$ cat src/rtl/ep0_csr_pkg.sv
package ep0_csr_pkg;

    localparam int CSR_W        = 8;
    localparam int B_SVC_SETUP  = 7;
    localparam int B_SVC_OUT    = 6;
    localparam int B_SEND_STALL = 5;
    localparam int B_SETUP_END  = 4;
    localparam int B_DATA_END   = 3;
    localparam int B_SENT_STALL = 2;
    localparam int B_IN_RDY     = 1;
    localparam int B_OUT_RDY    = 0;

    typedef struct packed {
        logic send_stall;
        logic setup_end;
        logic data_end;
        logic sent_stall;
        logic in_rdy;
        logic out_rdy;
    } ep0_flags_t;

    typedef struct packed {
        logic svc_setup;
        logic svc_out;
        logic set_stall;
        logic set_dend;
        logic clr_sent;
        logic set_in;
    } ep0_cmd_t;

    typedef struct packed {
        logic pkt_rx;
        logic in_sent;
        logic setup_ovw;
        logic out_ovw;
        logic stall_sent;
        logic early_end;
        logic status_done;
    } ep0_evt_t;

    function automatic logic [CSR_W-1:0] ep0_pack(input ep0_flags_t f);
        logic [CSR_W-1:0] v;
        v               = '0;
        v[B_SEND_STALL] = f.send_stall;
        v[B_SETUP_END]  = f.setup_end;
        v[B_DATA_END]   = f.data_end;
        v[B_SENT_STALL] = f.sent_stall;
        v[B_IN_RDY]     = f.in_rdy;
        v[B_OUT_RDY]    = f.out_rdy;
        return v;
    endfunction

    function automatic ep0_cmd_t ep0_decode(input logic [CSR_W-1:0] d, input logic hit);
        ep0_cmd_t c;
        c.svc_setup = hit &  d[B_SVC_SETUP];
        c.svc_out   = hit &  d[B_SVC_OUT];
        c.set_stall = hit &  d[B_SEND_STALL];
        c.set_dend  = hit &  d[B_DATA_END];
        c.clr_sent  = hit & ~d[B_SENT_STALL];
        c.set_in    = hit &  d[B_IN_RDY];
        return c;
    endfunction

endpackage

$ cat src/rtl/ep0_host_dec.sv
module ep0_host_dec
    import ep0_csr_pkg::*;
#(
    parameter int                ADDR_W   = 8,
    parameter logic [ADDR_W-1:0] CSR_ADDR = 8'h11
) (
    input  logic [ADDR_W-1:0] reg_addr,
    input  logic              reg_wr,
    input  logic              reg_rd,
    input  logic [CSR_W-1:0]  reg_wdata,
    input  ep0_flags_t        flags,
    output ep0_cmd_t          cmd,
    output logic [CSR_W-1:0]  reg_rdata
);
    logic sel;

    always_comb begin
        sel       = (reg_addr == CSR_ADDR);
        cmd       = ep0_decode(reg_wdata, sel & reg_wr);
        reg_rdata = (sel & reg_rd) ? ep0_pack(flags) : '0;
    end
endmodule

$ cat src/rtl/ep0_hw_set_bit.sv
module ep0_hw_set_bit (
    input  logic clk,
    input  logic rst,
    input  logic set_i,
    input  logic clr_i,
    output logic q_o
);
    always_ff @(posedge clk) begin
        if (rst)        q_o <= 1'b0;
        else if (set_i) q_o <= 1'b1;
        else if (clr_i) q_o <= 1'b0;
    end
endmodule

$ cat src/rtl/ep0_sw_set_bit.sv
module ep0_sw_set_bit (
    input  logic clk,
    input  logic rst,
    input  logic set_i,
    input  logic clr_i,
    output logic q_o
);
    always_ff @(posedge clk) begin
        if (rst)        q_o <= 1'b0;
        else if (clr_i) q_o <= 1'b0;
        else if (set_i) q_o <= 1'b1;
    end
endmodule

$ cat src/rtl/ep0_flag_core.sv
module ep0_flag_core
    import ep0_csr_pkg::*;
(
    input  logic       clk,
    input  logic       rst,
    input  ep0_cmd_t   cmd,
    input  ep0_evt_t   evt,
    output ep0_flags_t flags,
    output logic       in_retire
);
    logic setup_end_set;
    logic stall_clr;
    logic dend_clr;

    always_comb begin
        setup_end_set = evt.early_end & ~flags.data_end;
        in_retire     = flags.in_rdy & (evt.in_sent | evt.setup_ovw | evt.out_ovw);
        stall_clr     = flags.send_stall & evt.stall_sent;
        dend_clr      = evt.status_done | setup_end_set;
    end

    ep0_hw_set_bit u_out_rdy (
        .clk(clk), .rst(rst), .set_i(evt.pkt_rx), .clr_i(cmd.svc_out), .q_o(flags.out_rdy)
    );
    ep0_hw_set_bit u_setup_end (
        .clk(clk), .rst(rst), .set_i(setup_end_set), .clr_i(cmd.svc_setup), .q_o(flags.setup_end)
    );
    ep0_hw_set_bit u_sent_stall (
        .clk(clk), .rst(rst), .set_i(evt.stall_sent), .clr_i(cmd.clr_sent), .q_o(flags.sent_stall)
    );
    ep0_sw_set_bit u_in_rdy (
        .clk(clk), .rst(rst), .set_i(cmd.set_in), .clr_i(in_retire), .q_o(flags.in_rdy)
    );
    ep0_sw_set_bit u_send_stall (
        .clk(clk), .rst(rst), .set_i(cmd.set_stall), .clr_i(stall_clr), .q_o(flags.send_stall)
    );
    ep0_sw_set_bit u_data_end (
        .clk(clk), .rst(rst), .set_i(cmd.set_dend), .clr_i(dend_clr), .q_o(flags.data_end)
    );
endmodule

$ cat src/rtl/ep0_irq_gen.sv
module ep0_irq_gen (
    input  logic clk,
    input  logic rst,
    input  logic pkt_rx,
    input  logic in_retire,
    output logic irq
);
    always_ff @(posedge clk) begin
        if (rst) irq <= 1'b0;
        else     irq <= pkt_rx | in_retire;
    end
endmodule

$ cat src/rtl/ep0_ctrl_csr.sv
module ep0_ctrl_csr
    import ep0_csr_pkg::*;
#(
    parameter int                ADDR_W   = 8,
    parameter logic [ADDR_W-1:0] CSR_ADDR = 8'h11
) (
    input  logic              clk,
    input  logic              rst,
    input  logic [ADDR_W-1:0] reg_addr,
    input  logic              reg_wr,
    input  logic              reg_rd,
    input  logic [7:0]        reg_wdata,
    output logic [7:0]        reg_rdata,
    input  logic              ev_pkt_rx,
    input  logic              ev_in_sent,
    input  logic              ev_setup_ovw,
    input  logic              ev_out_ovw,
    input  logic              ev_stall_sent,
    input  logic              ev_early_end,
    input  logic              ev_status_done,
    output logic              stall_req,
    output logic              in_ready,
    output logic              data_end,
    output logic              ep_irq
);
    ep0_evt_t        evt;
    ep0_cmd_t        cmd;
    ep0_flags_t      flags;
    logic            in_retire;
    logic [CSR_W-1:0] csr_q;

    always_comb begin
        evt.pkt_rx      = ev_pkt_rx;
        evt.in_sent     = ev_in_sent;
        evt.setup_ovw   = ev_setup_ovw;
        evt.out_ovw     = ev_out_ovw;
        evt.stall_sent  = ev_stall_sent;
        evt.early_end   = ev_early_end;
        evt.status_done = ev_status_done;
        csr_q           = ep0_pack(flags);
    end

    ep0_host_dec #(.ADDR_W(ADDR_W), .CSR_ADDR(CSR_ADDR)) u_dec (
        .reg_addr(reg_addr), .reg_wr(reg_wr), .reg_rd(reg_rd), .reg_wdata(reg_wdata),
        .flags(flags), .cmd(cmd), .reg_rdata(reg_rdata)
    );

    ep0_flag_core u_core (
        .clk(clk), .rst(rst), .cmd(cmd), .evt(evt), .flags(flags), .in_retire(in_retire)
    );

    ep0_irq_gen u_irq (
        .clk(clk), .rst(rst), .pkt_rx(ev_pkt_rx), .in_retire(in_retire), .irq(ep_irq)
    );

    assign stall_req = flags.send_stall;
    assign in_ready  = flags.in_rdy;
    assign data_end  = flags.data_end;
endmodule

$ cat config.mk
export PLATFORM = sky130hd
export DESIGN_NAME = ep0_ctrl_csr
export DESIGN_NICKNAME = d
export VERILOG_FILES = /design/src/rtl/ep0_csr_pkg.sv /design/src/rtl/ep0_host_dec.sv /design/src/rtl/ep0_hw_set_bit.sv /design/src/rtl/ep0_sw_set_bit.sv /design/src/rtl/ep0_flag_core.sv /design/src/rtl/ep0_irq_gen.sv /design/src/rtl/ep0_ctrl_csr.sv
export SDC_FILE = /design/constraint.sdc
export NUM_CORES = 1
export LEC_CHECK = 0
export BUFFER_PORTS_ARGS = -buffer_cell sky130_fd_sc_hd__buf_2
export CAP_MARGIN = 25
export CORE_AREA = 2 2 40 42
export DETAILED_ROUTE_END_ITERATION = 12
export DIE_AREA = 0 0 42 44
export PLACE_DENSITY_LB_ADDON = 0.1
export REMOVE_ABC_BUFFERS = 1
export SLEW_MARGIN = 20
export SYNTH_ARGS = -nofsm -noshare
export SYNTH_HDL_FRONTEND = slang
export SYNTH_SLANG_ARGS = --single-unit
$ cat constraint.sdc
create_clock -name clk -period 1.4 [get_ports clk]
set_input_delay 0.28 -clock clk [delete_from_list [all_inputs] [get_ports clk]]
set_output_delay 0.28 -clock clk [all_outputs]
set_load 0.03 [all_outputs]
==> impl_metrics.tcl <==
set metrics [dict create \
    clock_path_buffers 2 \
    antenna_cells 0 \
    area_delta_synth_final_pct 75.4 \
    grt_max_degree 10 \
    dp_hpwl_um 832 \
    clock.fmax_ghz 0.577 \
    cp_data_required_time_ns 1.12 \
    placement_rows 14 \
    worst_setup_path_end_kind "output port" \
    synth_area_um2 392 \
    yosys.area.top_type "dfxtp_1" \
    die-area_mm2 0.00185 \
    ys_seq_area_frac 0.358 \
    vdd_drop_max_mv 0.426 \
    final_hold_viol_count 0 \
    wire_per_inst_um 10.3 \
    dp_cells 93 \
    fin_nets 111 \
    path_common_cell "buf_6" \
    rsz0062_at_grt "true" \
    cp-start-kind "primary input" \
    cts_made_buffers 3 \
    chipHeight_um 44 \
    fin_setup_tns_ns -1.94 \
    hp-class "in -> reg" \
    ios 39 \
    grt_pass1_vias 357 \
    total_leakage_power_uw 0.000350 \
    timing.final.ws_setup_ns -0.333 \
    yosysMostFrequentCell "dfxtp_1" \
    finalClockSkew_ns 0.00222 \
    grt_first_pass_wirelength_mm 1.43 \
    ctsHoldBuffers 0 \
    period_share 1.24 \
    antenna_found_initial 0 \
    drv_cap 0 \
    status "finished, violations left" \
    vias 457 \
    synthTopCellsByCount "dfxtp_1, and3_1, nor2_1" \
    worst_hold_slack_ns 0.251 \
    io_buffers 34 \
    clk_pin_slew_ns 0.05 \
    htreeDepth 1 \
    r2r_cells 3 \
    yosysWarnings 0 \
    drv_slew 0 \
    cp_max_fo 5 \
    core-area_mm2 0.00142 \
    worst_hold_path.num_cells 2 \
    grt_usage 0.101 \
    instances_no_fill 99 \
    setup_viol 6 \
    clock-sinks 7 \
    crit_path_top_delay_cell "or4_4" \
    synth-seq-cells 7 \
    period_needed_ns 1.73 \
    die_width_um 42 \
    worstPathCellList "buf_6 > or4_4 > nor2_4 > buf_6 > and3_4 > buf_6" \
    cts_tree "built" \
    dr.first_iter.drc_count 2 \
    p_per_area_mw_per_mm2 681 \
    syn_avg_cell_area_um2 8.90 \
    dr.pass1.iters 3 \
    drive_gt1_frac 0.590 \
    synthArstFlopShare 0 \
    violations "setup timing" \
    start_util 0.276 \
    wl_mm 1.02 \
    avgViaCountPerCell 4.62 \
    synth_cells 44 \
    ys_types 27 \
    place_congestion 0.677 \
    pre_cts_ws_ns -0.384 \
    worstPathArrival_ns 1.45 \
    drc 0 \
    grt_overflow_total 0 \
    detail-route-antenna-nets 0 \
    crit_type "in -> out" \
    insertion_delay_ns 0.24 \
    netlist.area_leader.share 0.358 \
    clock-root-buffer "clkbuf_4" \
    synth_edf_count 0 \
    synthTopCellsByArea "dfxtp_1, and3_1, nor3b_1" \
    ys.flop_type "dfxtp_1" \
    slowest_delay_ns 0.54 \
]
[cells in the final DEF, fill, tap and decap left out, drive strengths merged, types with 2 or more instances in the layout]
master  Yosys  final
buf         3     38
dfxtp       7      7
and3        6      6
nor2        5      5
clkbuf      1      4
nor3b       3      3
o21bai      2      2
conb        1      2
[worst max-delay path, delay by kind of cell]
family	cells	cell delay [ns]
buf+inv	3	0.33
simple gates	3	0.84
[layout make-up]
class,instances,area (µm²)
Inverter,1,3.75
Fill cell,148,732
Sequential cell,7,140
Timing Repair Buffer,38,251
Tap cell,16,20.0
Multi-Input combinational cell,33,245
Clock buffer,4,26.3
[worst paths after layout]
path                     startpoint                endpoint  slack [ns]
max                     reg_addr[3]            reg_rdata[5]       -0.33
min                    reg_wdata[6]    u_core.u_out_rdy.q_o        0.25
max reg2reg   u_core.u_data_end.q_o  u_core.u_setup_end.q_o        0.54
min reg2reg  u_core.u_setup_end.q_o  u_core.u_setup_end.q_o        0.51
[registers in the layout (all words and copies together) (netlist names)]
signal and flops:
u_core.u_send_stall.q_o 1, u_core.u_in_rdy.q_o 1, u_core.u_data_end.q_o 1, u_core.u_out_rdy.q_o 1
u_irq.irq 1, u_core.u_setup_end.q_o 1, u_core.u_sent_stall.q_o 1
[timing repair]
item                       CTS  global route
setup endpoints to repair    6             6
resized for setup           19             1
setup buffers                1             1
pin swaps                    2             0
[kinds of logic after synthesis]
kind of cell	after synthesis	share of synthesized area
compound gates	8	0.157
buf+inv	5	0.0862
simple gates	23	0.390
flops	7	0.358
other cells	1	0.00958
[report_power, final]
group | switching, µW | internal [µW]
Clock | 72.3 | 109
Sequential | 3.50 | 207
Combinational | 36.8 | 39.6
Total | 113 | 355
[stage by stage]
| stage | total power, µW | util | area (µm²) |
|---|---|---|---|
| floorplan | 244 | - | 365 |
| global placement | 288 | 0.402 | 571 |
| detailed placement | 288 | 0.402 | 571 |
| CTS | 474 | 0.476 | 676 |
| global route | 493 | 0.484 | 687 |
| finish | 468 | 0.484 | 687 |
[routing by layer]
| metal | global-route usage | wire [µm] |
|---|---|---|
| met2 | 0.147 | 436 |
| met3 | 0.0500 | 114 |
| met4 | 0.0194 | 0 |
| met5 | 0 | 0 |
| met1 | 0.136 | 465 |
Note: power is estimated with default switching activity, not from simulation.
